**config.mk**
```make
export PLATFORM = sky130hd
export DESIGN_NAME = qenc_step_xlat
export DESIGN_NICKNAME = d
export VERILOG_FILES = /design/src/rtl/qenc_pkg.sv /design/src/rtl/qenc_glitch_filter.sv /design/src/rtl/qenc_transition_decoder.sv /design/src/rtl/qenc_step_pacer.sv /design/src/rtl/qenc_step_xlat.sv
export SDC_FILE = /design/constraint.sdc
export NUM_CORES = 1
export LEC_CHECK = 0
export BUFFER_PORTS_ARGS = -buffer_cell sky130_fd_sc_hd__buf_4
export CAP_MARGIN = 5
export CORE_MARGIN = 1.5
export CORE_UTILIZATION = 56
export CTS_BUF_LIST = sky130_fd_sc_hd__clkbuf_16
export CTS_CLUSTER_SIZE = 20
export DETAILED_ROUTE_END_ITERATION = 8
export PLACE_DENSITY = 0.73
export SKIP_LAST_GASP = 1
export SLEW_MARGIN = 25
export SYNTH_ARGS = -nofsm -noshare
export SYNTH_HDL_FRONTEND = slang
export SYNTH_SLANG_ARGS = --single-unit
```
**constraint.sdc**
```tcl
create_clock -name clk -period 5.15 [get_ports clk]
set_input_delay 0.515 -clock clk [delete_from_list [all_inputs] [get_ports clk]]
set_output_delay 0.515 -clock clk [all_outputs]
set_load 0.01 [all_outputs]
```
**src/rtl/qenc_pkg.sv**
```systemverilog
package qenc_pkg;

  typedef enum logic {
    MODE_X1 = 1'b0,
    MODE_X4 = 1'b1
  } decode_mode_e;

  typedef enum logic [1:0] {
    PS_IDLE  = 2'd0,
    PS_SETUP = 2'd1,
    PS_LOW   = 2'd2,
    PS_HIGH  = 2'd3
  } pace_state_e;

  typedef struct packed {
    logic up;
    logic dn;
    logic err;
  } step_evt_t;

  // Position of a {a,b} Gray state along the clockwise order 00,01,11,10
  function automatic logic [1:0] phase_index(input logic a, input logic b);
    return {a, a ^ b};
  endfunction

endpackage

```
**src/rtl/qenc_glitch_filter.sv**
```systemverilog
module qenc_glitch_filter #(
  parameter int   FILT_CYCLES = 16,
  parameter int   SYNC_STAGES = 2,
  parameter logic REST_LEVEL  = 1'b1
) (
  input  logic clk,
  input  logic rst_n,
  input  logic raw_i,
  output logic level_o
);
  localparam int CW = (FILT_CYCLES > 1) ? $clog2(FILT_CYCLES) : 1;
  localparam logic [CW-1:0] LAST = CW'(FILT_CYCLES - 1);

  logic [SYNC_STAGES-1:0] sync_q;
  logic [CW-1:0]          run_q;
  logic                   samp;

  always_ff @(posedge clk or negedge rst_n) begin
    if (!rst_n) begin
      sync_q <= {SYNC_STAGES{REST_LEVEL}};
    end else begin
      sync_q[0] <= raw_i;
      for (int i = 1; i < SYNC_STAGES; i++) sync_q[i] <= sync_q[i-1];
    end
  end

  assign samp = sync_q[SYNC_STAGES-1];

  // A differing sample must persist FILT_CYCLES times in a row to be taken
  always_ff @(posedge clk or negedge rst_n) begin
    if (!rst_n) begin
      level_o <= REST_LEVEL;
      run_q   <= '0;
    end else if (samp == level_o) begin
      run_q <= '0;
    end else if (run_q == LAST) begin
      level_o <= samp;
      run_q   <= '0;
    end else begin
      run_q <= run_q + 1'b1;
    end
  end
endmodule

```
**src/rtl/qenc_transition_decoder.sv**
```systemverilog
module qenc_transition_decoder
  import qenc_pkg::*;
#(
  parameter decode_mode_e MODE       = MODE_X4,
  parameter logic [1:0]   REST_STATE = 2'b11
) (
  input  logic      clk,
  input  logic      rst_n,
  input  logic [1:0] phase_i,   // {a,b} after filtering
  output step_evt_t evt_o
);
  logic [1:0] prev_q;
  logic [1:0] delta;
  logic       fwd, rev, bad;
  logic       cnt_up, cnt_dn;

  assign delta = phase_index(phase_i[1], phase_i[0]) - phase_index(prev_q[1], prev_q[0]);
  assign fwd   = (delta == 2'd1);
  assign rev   = (delta == 2'd3);
  assign bad   = (delta == 2'd2);

  generate
    if (MODE == MODE_X4) begin : g_x4
      assign cnt_up = fwd;
      assign cnt_dn = rev;
    end else begin : g_x1
      assign cnt_up = fwd && (phase_i == REST_STATE);
      assign cnt_dn = rev && (phase_i == REST_STATE);
    end
  endgenerate

  always_ff @(posedge clk or negedge rst_n) begin
    if (!rst_n) begin
      prev_q <= REST_STATE;
      evt_o  <= '0;
    end else begin
      prev_q    <= phase_i;
      evt_o.up  <= cnt_up;
      evt_o.dn  <= cnt_dn;
      evt_o.err <= bad;
    end
  end
endmodule

```
**src/rtl/qenc_step_pacer.sv**
```systemverilog
module qenc_step_pacer
  import qenc_pkg::*;
#(
  parameter int PEND_MAX  = 7,
  parameter int SETUP_CYC = 2,
  parameter int LOW_CYC   = 2,
  parameter int HIGH_CYC  = 2
) (
  input  logic clk,
  input  logic rst_n,
  input  logic up_i,
  input  logic dn_i,
  output logic step_n_o,
  output logic dir_up_o
);
  localparam int PW   = $clog2(PEND_MAX + 1) + 1;
  localparam int TM1  = (SETUP_CYC > LOW_CYC) ? SETUP_CYC : LOW_CYC;
  localparam int TMAX = (TM1 > HIGH_CYC) ? TM1 : HIGH_CYC;
  localparam int TW   = (TMAX > 1) ? $clog2(TMAX) : 1;
  localparam logic [TW-1:0] SETUP_LD = TW'(SETUP_CYC - 1);
  localparam logic [TW-1:0] LOW_LD   = TW'(LOW_CYC - 1);
  localparam logic [TW-1:0] HIGH_LD  = TW'(HIGH_CYC - 1);

  pace_state_e           st_q;
  logic signed [PW-1:0]  pend_q, pend_nxt;
  logic [TW-1:0]         tmr_q;
  logic                  take;
  int                    sum;

  assign take = (st_q == PS_IDLE) && (pend_q != '0);

  // Net signed backlog: arrivals add, a started pulse removes one
  always_comb begin
    sum = int'(pend_q);
    if (up_i) sum = sum + 1;
    if (dn_i) sum = sum - 1;
    if (take) begin
      if (pend_q[PW-1]) sum = sum + 1;
      else              sum = sum - 1;
    end
    if (sum > PEND_MAX)  sum = PEND_MAX;
    if (sum < -PEND_MAX) sum = -PEND_MAX;
    pend_nxt = PW'(sum);
  end

  always_ff @(posedge clk or negedge rst_n) begin
    if (!rst_n) begin
      st_q     <= PS_IDLE;
      pend_q   <= '0;
      tmr_q    <= '0;
      step_n_o <= 1'b1;
      dir_up_o <= 1'b0;
    end else begin
      pend_q <= pend_nxt;
      case (st_q)
        PS_IDLE: begin
          if (take) begin
            dir_up_o <= ~pend_q[PW-1];
            tmr_q    <= SETUP_LD;
            st_q     <= PS_SETUP;
          end
        end
        PS_SETUP: begin
          if (tmr_q == '0) begin
            step_n_o <= 1'b0;
            tmr_q    <= LOW_LD;
            st_q     <= PS_LOW;
          end else begin
            tmr_q <= tmr_q - 1'b1;
          end
        end
        PS_LOW: begin
          if (tmr_q == '0) begin
            step_n_o <= 1'b1;
            tmr_q    <= HIGH_LD;
            st_q     <= PS_HIGH;
          end else begin
            tmr_q <= tmr_q - 1'b1;
          end
        end
        PS_HIGH: begin
          if (tmr_q == '0) st_q <= PS_IDLE;
          else             tmr_q <= tmr_q - 1'b1;
        end
        default: st_q <= PS_IDLE;
      endcase
    end
  end
endmodule

```
**src/rtl/qenc_step_xlat.sv**
```systemverilog
module qenc_step_xlat
  import qenc_pkg::*;
#(
  parameter int           FILT_CYCLES = 16,
  parameter int           SYNC_STAGES = 2,
  parameter decode_mode_e MODE        = MODE_X4,
  parameter int           PEND_MAX    = 7,
  parameter int           SETUP_CYC   = 2,
  parameter int           LOW_CYC     = 2,
  parameter int           HIGH_CYC    = 2
) (
  input  logic clk,
  input  logic rst_n,
  input  logic enc_a_i,
  input  logic enc_b_i,
  output logic step_n_o,
  output logic dir_up_o,
  output logic sel_n_o,
  output logic err_o
);
  localparam int         NPH  = 2;
  localparam logic [1:0] REST = 2'b11;

  logic [NPH-1:0] raw_ph;
  logic [NPH-1:0] filt_ph;
  step_evt_t      evt;
  logic           sel_n_q;

  assign raw_ph = {enc_a_i, enc_b_i};

  generate
    for (genvar gi = 0; gi < NPH; gi++) begin : g_phase
      qenc_glitch_filter #(
        .FILT_CYCLES (FILT_CYCLES),
        .SYNC_STAGES (SYNC_STAGES),
        .REST_LEVEL  (REST[gi])
      ) u_filt (
        .clk     (clk),
        .rst_n   (rst_n),
        .raw_i   (raw_ph[gi]),
        .level_o (filt_ph[gi])
      );
    end
  endgenerate

  qenc_transition_decoder #(
    .MODE       (MODE),
    .REST_STATE (REST)
  ) u_dec (
    .clk     (clk),
    .rst_n   (rst_n),
    .phase_i (filt_ph),
    .evt_o   (evt)
  );

  qenc_step_pacer #(
    .PEND_MAX  (PEND_MAX),
    .SETUP_CYC (SETUP_CYC),
    .LOW_CYC   (LOW_CYC),
    .HIGH_CYC  (HIGH_CYC)
  ) u_pace (
    .clk      (clk),
    .rst_n    (rst_n),
    .up_i     (evt.up),
    .dn_i     (evt.dn),
    .step_n_o (step_n_o),
    .dir_up_o (dir_up_o)
  );

  always_ff @(posedge clk or negedge rst_n) begin
    if (!rst_n) sel_n_q <= 1'b1;
    else        sel_n_q <= 1'b0;
  end

  assign sel_n_o = sel_n_q;
  assign err_o   = evt.err;
endmodule

```
* Word-level counts from Yosys, hierarchy flattened
Index checks and enable logic that the tools add are counted.
** Word-level totals
- Flip-flop bits (word level) :: 29
- Output and inout port bits :: 4
- Logic and storage cells :: 77
** Cells by class
- Add/subtract/negate cells :: 8
- Magnitude comparators :: 2
- Equality and inequality tests :: 14
- Multiplexer cells :: 22
- Bitwise gates (word level) :: 5
- Reductions and logical operators :: 10
** Operators by type and width (number)
- 32-bit 2-to-1 mux :: 5
- 32-bit by 2-bit subtractor with 32-bit output (second input constant) :: 2
- 32-bit by 2-bit adder with 32-bit output (second input constant) :: 1
- 32-bit by 4-bit greater-than comparator with 1-bit output (second input constant) :: 1
- 32-bit by 4-bit < comparator with 1-bit output (second input constant) :: 1
- 4-bit 2-to-1 mux :: 5
- 4-bit by 1-bit adder with 4-bit output (second input constant) :: 2
- 2-bit == test (second input constant) :: 4
- 4-bit == test (second input constant) :: 2
- 2-bit 2-to-1 mux :: 4
- 2-bit case mux with 4 select lines :: 1
- 2-bit != test (second input constant) :: 3
- 2-bit AND reduction :: 3
- 4-bit by 2-bit adder with 5-bit output (second input constant) :: 1
- 1-bit 2-to-1 mux :: 5
- 2-bit by 1-bit == test with 1-bit output (second input constant) :: 2
- 4-bit AND reduction :: 1
- 4-bit nonzero test :: 1
- 1-bit inverter :: 3
- 1-bit case mux with 3 select lines :: 1
- 3-bit AND reduction :: 1
- 1-bit == test :: 2
- 2-bit zero test :: 1
- 2-bit by 1-bit != test with 1-bit output (second input constant) :: 1
- 7 further kinds :: 8

* Longest topological paths before layout
Gate-level depths: netlist (run 1).
- Depth after elaboration :: 11
- Depth in mapped cells :: 21

* By module
Synthesis (run 1) repeated with hierarchy kept, for this count alone.
** Second synthesis, totals
- Cells, all modules :: 442
- Area, all modules :: 3487.1 µm²
** Modules (own cells, without submodules)
- qenc_step_pacer :: instances 1, cells each 392, area an instance 2701.3 µm²
- qenc_glitch_filter :: instances 2, cells each 18, area an instance 274.0 µm²
- qenc_transition_decoder :: instances 1, cells each 12, area an instance 207.7 µm²
- qenc_step_xlat :: instances 1, cells each 2, area an instance 30.0 µm²

* Least setup slack after synthesis (run 1)
Ideal clock, no wire load.
- Path type :: reg-to-reg
- Start point :: register u_pace.pend_q[0]
- End point :: register u_pace.pend_q[2]
- Library setup time :: 128 ps
- Arrival :: 3927 ps
- Data required time :: 5022 ps
- Setup slack :: 1095 ps
- Stages on the path, launching flop included :: 22
- Buffers on the path :: 2
- Period minus slack after synthesis :: 4055 ps
- Path through :: dfrtp_1 -> buf_6 -> inv_1 -> ha_1 -> mux2i_1 -> ha_1 -> nand2_1 -> ha_1 -> nand2_1 -> a21boi_0 -> inv_1 -> ha_1 -> clkbuf_1 -> nand2_1 -> o21ai_0 -> nor3_1 -> a211oi_1 -> nand4b_1 -> nor4_2 -> nand4_1 -> o21ai_1 -> a31oi_1
** RTL lines
- start, declared :: RTL line qenc_step_pacer.sv:25 : logic signed [PW-1:0] pend_q, pend_nxt;
- start signal, assigned :: RTL line qenc_step_pacer.sv:54 : pend_q <= pend_nxt;

==> impl_metrics.py, run 1 <==
metrics = {
    "status": {
        "outcome": "completed",
    },
    "worst_setup_path": {
        "critical_path_class": "flop to flop",
        "rr_endpoint": "u_pace.pend_q[2]$_DFF_PN0_",
        "crit_path_end": "u_pace.pend_q[2]$_DFF_PN0_",
        "arrival_ns": 5.05,
        "reg2reg_depth": 18,
        "start_kind": "flop",
        "r2r_slack_ns": 0.28,
        "critPathLaunch": "u_pace.pend_q[0]$_DFF_PN0_",
        "worstPathRequired_ns": 5.34,
        "timing.rr.start": "u_pace.pend_q[0]$_DFF_PN0_",
        "cp-end-kind": "flop",
        "worstPathMaxFanout": 9,
    },
    "timing": {
        "max_slew_margin_pct": 46.0,
        "worst-slew-pin-transition_ns": 0.810,
        "finalHoldViolations": 0,
        "fmax_ghz": 0.205,
        "setup_viol": 0,
        "timing.final.crit_share_pct": 94.5,
        "fin_crit_ns": 4.87,
        "finalSetupTns_ns": 0,
        "slew_viol_final": 0,
        "setup_slack_ns": 0.283,
        "rsz0062_at_grt": "false",
        "skew_ns": 0.00819,
    },
    "clock_tree": {
        "clockBufferDepth": 2,
        "h-tree-depth": 2,
        "ctsHoldBuffers": 0,
        "path_clk_slew_ns": 0.05,
        "clkLatencyLatePin_ns": 0.27,
        "cts-buffers-inserted": 5,
        "cts-root-buf": "clkbuf_16",
        "cts_tree": "done",
        "post_cts_buffers": 0,
        "cts_sinks": 29,
    },
    "final_layout": {
        "layout-drive-gt1-share_pct": 11.7,
        "stdcell_count": 528,
        "final_nets": 487,
        "antenna_cells": 0,
        "final_util_pct": 63.0,
        "areaGrowthSynthToFinish_pct": 8.38,
    },
    "detailed_routing": {
        "vias": 3601,
        "wl_mm": 9.85,
        "ant_nets": 0,
        "drt-wirelength-per-cell_um": 18.6,
        "drt_iter0_markers": 356,
        "drc_errors": 0,
        "firstDrtPassIters": 5,
        "vias_per_cell": 6.82,
    },
    "placement": {
        "routabilityCongestion": 1.07,
        "dp_hpwl_mm": 7.39,
        "post-place-cells": 520,
        "post-place-ws_ns": 0.00584,
        "io_buffers": 7,
    },
    "global_routing": {
        "first_global_vias": 3347,
        "grt_max_degree": 30,
        "overflow": 0,
        "grt_usage_pct": 31.2,
        "grt_pass1_wl_mm": 16.2,
        "antenna_found_initial": 0,
    },
    "synthesis": {
        "yosysMostFrequentCell": "nand2_1",
        "netlist_instances": 453,
        "synthMuxAreaShare_pct": 2.49,
        "synth_compound_area_share_pct": 30.8,
        "synthAdderAreaFrac_pct": 11.4,
        "yosysUniqueCellTypes": 77,
        "avgSynthCellArea_sq_um": 7.65,
        "synth_top_family_by_area": "compound AO/OA/AOI/OAI gates",
        "yosys.area_share.simple_pct": 21.8,
        "synth_area_sq_um": 3460,
        "synth_xor_area_share_pct": 6.50,
        "synth.top_cells.by_count": "nand2_1 (44), a21oi_1 (43), nor2_1 (33)",
        "ys_seq_elements": 29,
        "seq_area_frac_synth_pct": 21.3,
        "synth_edf_count": 0,
        "synth.area.top_cells": "dfrtp_1 (14%), ha_1 (11%), dfstp_2 (7.6%)",
        "synth-async-reset-ratio_pct": 100,
        "yosys_warnings": 0,
        "synthesis.nets": 488,
        "synth_top_area_share_pct": 13.7,
        "synth_ff_type": "dfrtp_1",
        "yosys.area.top_type": "dfrtp_1",
    },
    "floorplan": {
        "rows": 28,
        "dieArea_sq_um": 6670,
        "core_area_sq_um": 5960,
        "start_util_pct": 58.2,
        "die_w_um": 81.7,
        "pin_count": 8,
        "die_h_um": 81.7,
    },
    "min_path": {
        "min_path_type": "primary input to async pin",
    },
    "flow_run": {
        "drv_cap": 0,
    },
}
how the worst min path moves through the flow:
stage          cells past startpoint                                  start                               endpoint
4_1_cts                            1                                  rst_n   g_phase[0].u_filt.run_q[1]$_DFF_PN0_
3_5_place_dp                       0  g_phase[0].u_filt.sync_q[0]$_DFF_PN1_  g_phase[0].u_filt.sync_q[1]$_DFF_PN1_
2_1_floorplan                      0                                  rst_n   g_phase[0].u_filt.run_q[0]$_DFF_PN0_
5_1_grt                            1                                  rst_n   g_phase[0].u_filt.run_q[1]$_DFF_PN0_
6_report                           1                                  rst_n   g_phase[0].u_filt.run_q[1]$_DFF_PN0_
3_3_place_gp                       0  g_phase[0].u_filt.sync_q[0]$_DFF_PN1_  g_phase[0].u_filt.sync_q[1]$_DFF_PN1_
routing by layer:
metal  global-route usage [%]  wire [um]  vias to the layer above
li1                         -          -                     1677
met1                     41.6       4060                     1668
met2                     50.5       4460                      215
met3                     2.67        909                       41
met4                     15.1        425                        0
met5                        0          0                        -
layout by cell type (no fill, tap or decap), types with 4 or more instances in the layout:
cell type,n
nand2_1,44
a21oi_1,42
nor2_1,33
o21ai_0,29
ha_1,27
inv_1,25
dfrtp_1,19
nand3_1,17
xnor2_1,17
buf_4,13
o21ai_1,10
nor3_1,10
dfstp_2,10
and3_1,9
o211ai_1,9
o31ai_1,9
nor2b_1,7
nand4_1,7
a31oi_1,7
xor2_1,6
a211oi_1,6
mux2_2,5
a21o_1,5
clkbuf_16,5
nand2b_1,4
o22ai_1,4
kinds of logic after synthesis:
| kind of cell | count (synthesis) |
|---|---|
| compound gates | 161 |
| mux | 8 |
| flops | 29 |
| buf+inv | 47 |
| simple gates | 152 |
| fa+ha+maj | 31 |
| other cells | 1 |
| xor+xnor | 24 |
critical path, stage by stage, from the launching register on:
cell and delay [ns]:
dfrtp_1 0.49, inv_1 0.08, ha_1 0.31, mux2i_1 0.21, ha_1 0.22, nand2_1 0.06, ha_1 0.32, nand2_1 0.09
nand2_1 0.08, ha_1 0.35, a21oi_1 0.29, o22ai_1 0.27, o211ai_1 0.48, a31oi_1 0.22, or4_1 0.43, mux2_2 0.30
a21oi_1 0.24, a31oi_1 0.14, a31oi_1 0.19
through the flow:
stage	hold slack (ns)	instance area [sq um]
floorplan	0.219	3460
global placement	0.348	3560
detailed placement	0.349	3560
CTS	0.163	3740
global route	0.188	3750
finish	0.154	3750
sequential cells by signal (all words and copies together), names as in the netlist:
signal / count
u_pace.tmr_q: 1
g_phase.u_filt.level_o: 2
u_dec.prev_q: 2
g_phase.u_filt.run_q: 8
u_pace.dir_up_o: 1
u_pace.st_q: 2
sel_n_o: 1
u_pace.step_n_o: 1
g_phase.u_filt.sync_q: 4
u_pace.pend_q: 4
u_dec.evt_o: 3
layout make-up:
class / instances / area, sq um
Fill cell: 525 / 2200
Multi-Input combinational cell: 377 / 2560
Clock buffer: 5 / 125
Timing Repair Buffer: 13 / 97.6
Sequential cell: 29 / 738
Tap cell: 75 / 93.8
Inverter: 26 / 97.6
Clock inverter: 3 / 41.3
repair_timing:
action                     in CTS  in global routing
setup endpoints to repair       3                  4
gates cloned                    0                  0
resized for setup               2                  6
Power of run 1 is not shown: default switching activity piles up to over one toggle a cycle in this logic, so the estimate is an artifact.
==> run 2, diff against run 1 <==
Settings changed: CORE_MARGIN 1.5 to 10, SKIP_CTS_REPAIR_TIMING set to 1.
==> run 2 against run 1 <==
  * Critical path depth grew 1
  * First-iteration DRC count is 44% higher
  * Register-to-register slack improved by 0.05 ns
  * Sequential cell count is the same
  * Non-clock buffer count up 4
  * Design area increased by 0.67%
  * Clock-buffer cell count did not move
  * Highest routed layer unchanged
==> impl_metrics.py, run 2 (synthesis gave the netlist of run 1 again) <==
metrics = {
    "final_layout": {
        "regArea_sq_um": 738,
        "reg_top3": "g_phase.u_filt.run_q x8, g_phase.u_filt.sync_q x4, u_pace.pend_q x4",
        "n_fill_cell": 528,
        "final_nets": 491,
        "mostFrequentLayoutCell": "nand2_1",
        "final_cell_mix": "nand2_1 (44), a21oi_1 (43), nor2_1 (33)",
        "multi_input_area_sq_um": 2560,
        "final_util_pct": 63.5,
        "antenna_cells": 0,
        "stdcell_count": 532,
        "largest_reg_flops": 8,
        "layout-drive-gt1-share_pct": 12.0,
        "max_flop_register": "g_phase.u_filt.run_q",
        "areaGrowthSynthToFinish_pct": 9.10,
        "design_area_sq_um": 3780,
    },
    "global_routing": {
        "grt_max_degree": 30,
        "grt_pass1_wl_mm": 16.0,
        "first_global_vias": 3210,
        "grt_usage_pct": 19.2,
        "overflow": 0,
        "antenna_found_initial": 0,
    },
    "clock_tree": {
        "h-tree-depth": 2,
        "cts-root-buf": "clkbuf_16",
        "clkLatencyLatePin_ns": 0.27,
        "clockBufferDepth": 2,
        "path_clk_slew_ns": 0.05,
        "cts_sinks": 29,
        "cts-buffers-inserted": 5,
        "cts_tree": "done",
    },
    "timing": {
        "fin_crit_ns": 4.82,
        "skew_ns": 0.00511,
        "fmax_ghz": 0.208,
        "finalHoldViolations": 0,
        "setup_slack_ns": 0.333,
        "slew_viol_final": 0,
        "setup_viol": 0,
        "rsz0062_at_grt": "false",
        "timing.final.crit_share_pct": 93.5,
        "max_slew_margin_pct": 51.9,
        "worst-slew-pin-transition_ns": 0.722,
    },
    "worst_setup_path": {
        "worstPathMaxFanout": 12,
        "crit_chain": "inv_1 -> ha_1 -> mux2i_1 -> ha_1 -> nand2_1 -> ha_1 -> nand2_1 -> a21boi_1 -> inv_1 -> ha_2 -> a21oi_1 -> o21ai_2 -> a21oi_1 -> and3_1 -> a211o_1 -> nor4_2 -> nand4_1 -> o21ai_1 -> a31oi_1",
        "cp_slowest_stage_delay_ns": 0.50,
        "cp-end-kind": "flop",
        "critical_path_class": "flop to flop",
        "worstPathRequired_ns": 5.30,
        "cpMostUsedCell": "ha_1",
        "start_kind": "flop",
        "reg2reg_depth": 19,
        "critPathSlowestCell": "dfrtp_1",
        "arrival_ns": 4.97,
    },
    "flow_run": {
        "drv_cap": 0,
    },
    "floorplan": {
        "die_h_um": 98.7,
        "pin_count": 8,
        "core_area_sq_um": 5960,
        "die_w_um": 98.7,
        "start_util_pct": 58.2,
        "dieArea_sq_um": 9730,
        "rows": 28,
    },
    "detailed_routing": {
        "drt_iter0_markers": 513,
        "ant_nets": 0,
        "firstDrtPassIters": 5,
        "vias": 3594,
        "drt-wirelength-per-cell_um": 18.6,
        "drc_errors": 0,
        "vias_per_cell": 6.76,
        "wl_mm": 9.91,
    },
    "status": {
        "outcome": "completed",
    },
    "placement": {
        "routabilityCongestion": 1.04,
        "place_area_sq_um": 3590,
        "dp_hpwl_mm": 7.52,
        "post-place-cells": 524,
        "io_buffers": 7,
        "post-place-ws_ns": -0.283,
    },
    "min_path": {
        "min_path_type": "primary input to async pin",
    },
}
run 2: stage by stage:
stage | hold slack [ns] | setup TNS [ns]
floorplan | 0.219 | 0
CTS | 0.165 | -0.850
global route | 0.177 | 0
global placement | 0.346 | -0.775
finish | 0.153 | 0
detailed placement | 0.347 | -0.787
run 2: worst max-delay path, delay by kind of cell, from the launching register on:
| kind | cells | cell delay [ns] |
|---|---|---|
| AOI/OAI and AO/OA | 7 | 1.64 |
| adders and majority gates | 4 | 1.32 |
| and+or+nand+nor | 5 | 0.83 |
| DFF | 1 | 0.50 |
| muxes | 1 | 0.25 |
| buffers and inverters | 2 | 0.16 |
run 2: area by class of cell:
cell class	instances	area share, %
Clock buffer	5	3.31
Tap cell	75	2.48
Timing Repair Buffer	17	3.38
Inverter	26	2.58
Multi-Input combinational cell	377	67.7
Sequential cell	29	19.5
Clock inverter	3	0.993
run 2: metal layers:
| layer | track usage (%) | vias up | routed length [um] | share of wire [%] |
|---|---|---|---|---|
| met5 | 0 | - | 0 | 0 |
| met4 | 6.62 | 0 | 287 | 2.9 |
| met3 | 3.07 | 28 | 915 | 9.2 |
| met2 | 28.2 | 206 | 4160 | 42 |
| met1 | 27.6 | 1658 | 4550 | 46 |
| li1 | - | 1702 | - | - |
run 2: final timing paths:
kind / startpoint / to / slack (ns)
max: u_pace.pend_q[0]$_DFF_PN0_ / u_pace.pend_q[2]$_DFF_PN0_ / 0.33
min: rst_n / g_phase[1].u_filt.run_q[2]$_DFF_PN0_ / 0.15
max reg2reg: u_pace.pend_q[0]$_DFF_PN0_ / u_pace.pend_q[2]$_DFF_PN0_ / 0.33
min reg2reg: g_phase[1].u_filt.sync_q[0]$_DFF_PN1_ / g_phase[1].u_filt.sync_q[1]$_DFF_PN1_ / 0.35
max in group asynchronous: rst_n / u_pace.step_n_o$_DFFE_PN1P_ / 4.68
min in group clk: g_phase[1].u_filt.sync_q[0]$_DFF_PN1_ / g_phase[1].u_filt.sync_q[1]$_DFF_PN1_ / 0.35
Power of run 2 is left out for the same reason.
==> run 3, diff against run 2 <==
Settings changed: ABC_AREA set to 1, PLACE_DENSITY 0.73 to 0.72.
==> run 3 against run 2 <==
  * Setup slack better by 0.40 ns
  * Core utilization is 2.2 points lower
  * Hold slack better by 0.0011 ns
  * Final cell count is 46% higher
  * Register-to-register slack better by 0.40 ns
  * Synthesized cell count is 49% higher
  * Sequential cell count stayed put
  * Sequential share of layout area is 2.0 points lower
  * Area after synthesis is 15% higher
  * Clock-buffer cell count stayed put
  * Die area is 12% higher
  * Clock skew is 0.0010 ns lower
  * Critical path type unchanged
  * Critical endpoint is now u_pace.pend_q[0]$_DFF_PN0_
==> impl_metrics.py, run 3 <==
metrics = {
    "detailed_routing": {
        "drc_errors": 0,
        "ant_nets": 0,
        "wl_mm": 11.3,
        "vias_per_cell": 5.46,
        "drt_iter0_markers": 265,
        "vias": 4237,
        "drt-wirelength-per-cell_um": 14.6,
        "firstDrtPassIters": 5,
    },
    "floorplan": {
        "pin_count": 8,
        "dieArea_sq_um": 10900,
        "die_h_um": 104,
        "core_area_sq_um": 6870,
        "start_util_pct": 58.1,
        "die_w_um": 104,
        "rows": 30,
    },
    "final_layout": {
        "layout-drive-gt1-share_pct": 11.6,
        "final_nets": 714,
        "reg_top3": "g_phase.u_filt.run_q x8, g_phase.u_filt.sync_q x4, u_pace.pend_q x4",
        "antenna_cells": 0,
        "final_cell_mix": "nand2_1 (231), inv_1 (101), nand3_1 (76)",
        "max_flop_register": "g_phase.u_filt.run_q",
        "final_util_pct": 61.2,
        "areaGrowthSynthToFinish_pct": 5.39,
        "mostFrequentLayoutCell": "nand2_1",
        "largest_reg_flops": 8,
    },
    "placement": {
        "dp_hpwl_mm": 9.26,
        "io_buffers": 7,
        "routabilityCongestion": 1.08,
    },
    "timing": {
        "fmax_ghz": 0.227,
        "skew_ns": 0.00407,
        "timing.final.crit_share_pct": 85.7,
        "slew_viol_final": 0,
        "finalHoldViolations": 0,
        "max_slew_margin_pct": 39.0,
        "finalSetupTns_ns": 0,
        "fin_crit_ns": 4.41,
        "rsz0062_at_grt": "false",
        "setup_viol": 0,
        "worst-slew-pin-transition_ns": 0.914,
    },
    "synthesis": {
        "avgSynthCellArea_sq_um": 5.91,
        "ys_seq_elements": 29,
        "yosysMostFrequentCell": "nand2_1",
        "yosysUniqueCellTypes": 37,
        "synth.top_cells.by_count": "nand2_1 (231), inv_1 (101), nand3_1 (76)",
        "synth_top_area_share_pct": 21.7,
        "synth_ff_type": "dfrtp_1",
        "synthesis.nets": 710,
        "netlist_instances": 675,
        "seq_area_frac_synth_pct": 18.5,
        "synth_area_sq_um": 3990,
        "synth.area.top_cells": "nand2_1 (22%), dfrtp_1 (12%), nand3_1 (9.5%)",
        "synth-async-reset-ratio_pct": 100,
        "synth_edf_count": 0,
        "yosys_warnings": 0,
        "yosys.area.top_type": "nand2_1",
    },
    "worst_setup_path": {
        "critPathLaunch": "u_pace.pend_q[0]$_DFF_PN0_",
        "worstPathRequired_ns": 5.29,
        "critical_path_class": "flop to flop",
        "worstPathMaxFanout": 17,
        "rr_endpoint": "u_pace.pend_q[0]$_DFF_PN0_",
        "arrival_ns": 4.55,
        "reg2reg_depth": 27,
        "r2r_slack_ns": 0.74,
        "cp-end-kind": "flop",
        "start_kind": "flop",
        "crit_path_end": "u_pace.pend_q[0]$_DFF_PN0_",
        "timing.rr.start": "u_pace.pend_q[0]$_DFF_PN0_",
    },
    "clock_tree": {
        "path_clk_slew_ns": 0.05,
        "clkLatencyLatePin_ns": 0.27,
        "cts-root-buf": "clkbuf_16",
        "h-tree-depth": 2,
        "clockBufferDepth": 2,
        "cts_tree": "done",
        "cts_sinks": 29,
        "cts-buffers-inserted": 5,
    },
    "global_routing": {
        "grt_pass1_wl_mm": 19.1,
        "first_global_vias": 4063,
        "grt_usage_pct": 20.7,
        "overflow": 0,
        "grt_max_degree": 31,
        "antenna_found_initial": 0,
    },
    "flow_run": {
        "drv_cap": 0,
    },
    "status": {
        "outcome": "completed",
    },
    "min_path": {
        "min_path_type": "primary input to async pin",
    },
}
==> run 3: cells by family after synthesis <==
family	synth area share (%)
and+or+nand+nor	45.0
buffers and inverters	12.9
AOI/OAI and AO/OA	10.3
adders and majority gates	9.91
DFF	18.5
xor gates and xnor gates	3.04
other	0.0940
muxes	0.282
==> run 3: layout make-up <==
type	count	area (sq um)
clock buffers	5	125
clock inverters	3	12.5
fillers	695	2660
inverters	109	412
multi-input cells	526	2740
flip-flops and latches	29	738
well taps	96	120
repair buffers	8	60.1
==> run 3: metal layers <==
| layer | up-vias | part of all wire, % | global-route usage (%) |
|---|---|---|---|
| li1 | 2136 | - | - |
| met2 | 167 | 46 | 34.6 |
| met5 | - | 0 | 0 |
| met4 | 0 | 4.1 | 9.84 |
| met1 | 1896 | 43 | 25.0 |
| met3 | 38 | 7.4 | 3.28 |
==> run 3: metrics by stage <==
step | setup WS [ns] | hold WS (ns) | instances | area, sq um
floorplan | 1.64 | 0.219 | 675 | 3990
global placement | 0.877 | 0.346 | 768 | 4070
detailed placement | 0.813 | 0.355 | 768 | 4070
CTS | 0.801 | 0.162 | 776 | 4210
global route | 0.246 | 0.168 | 776 | 4210
finish | 0.735 | 0.154 | 776 | 4210
==> run 3: worst max-delay path, cell delays in order (launching register included) <==
cell	delay [ns]
dfrtp_1	0.38
inv_1	0.09
ha_1	0.30
nand2_1	0.06
o21ai_0	0.10
inv_1	0.16
ha_1	0.21
nand3_1	0.09
ha_1	0.21
a21oi_2	0.20
ha_1	0.60
nand2_1	0.24
nor2_2	0.20
nand2_2	0.11
clkinv_2	0.13
nand2_2	0.09
clkinv_2	0.08
nand2_1	0.09
nand2_1	0.08
nand2_1	0.05
nand3_1	0.11
o21ai_1	0.13
nor2_1	0.14
nand3_1	0.10
nor2_1	0.10
nand2_1	0.07
nand2_2	0.07
nand3_1	0.08
==> run 3: worst min-delay path by stage <==
stage / start / slack [ns] / cells after the start / end
detailed placement: g_phase[1].u_filt.sync_q[0]$_DFF_PN1_ / 0.35 / 0 / g_phase[1].u_filt.sync_q[1]$_DFF_PN1_
floorplan: rst_n / 0.22 / 0 / g_phase[0].u_filt.run_q[0]$_DFF_PN0_
finish: rst_n / 0.15 / 1 / g_phase[1].u_filt.run_q[3]$_DFF_PN0_
global route: rst_n / 0.17 / 1 / g_phase[1].u_filt.run_q[0]$_DFF_PN0_
CTS: rst_n / 0.16 / 1 / g_phase[1].u_filt.run_q[3]$_DFF_PN0_
global placement: g_phase[0].u_filt.sync_q[0]$_DFF_PN1_ / 0.35 / 0 / g_phase[0].u_filt.sync_q[1]$_DFF_PN1_
Power of run 3 is left out for the same reason.
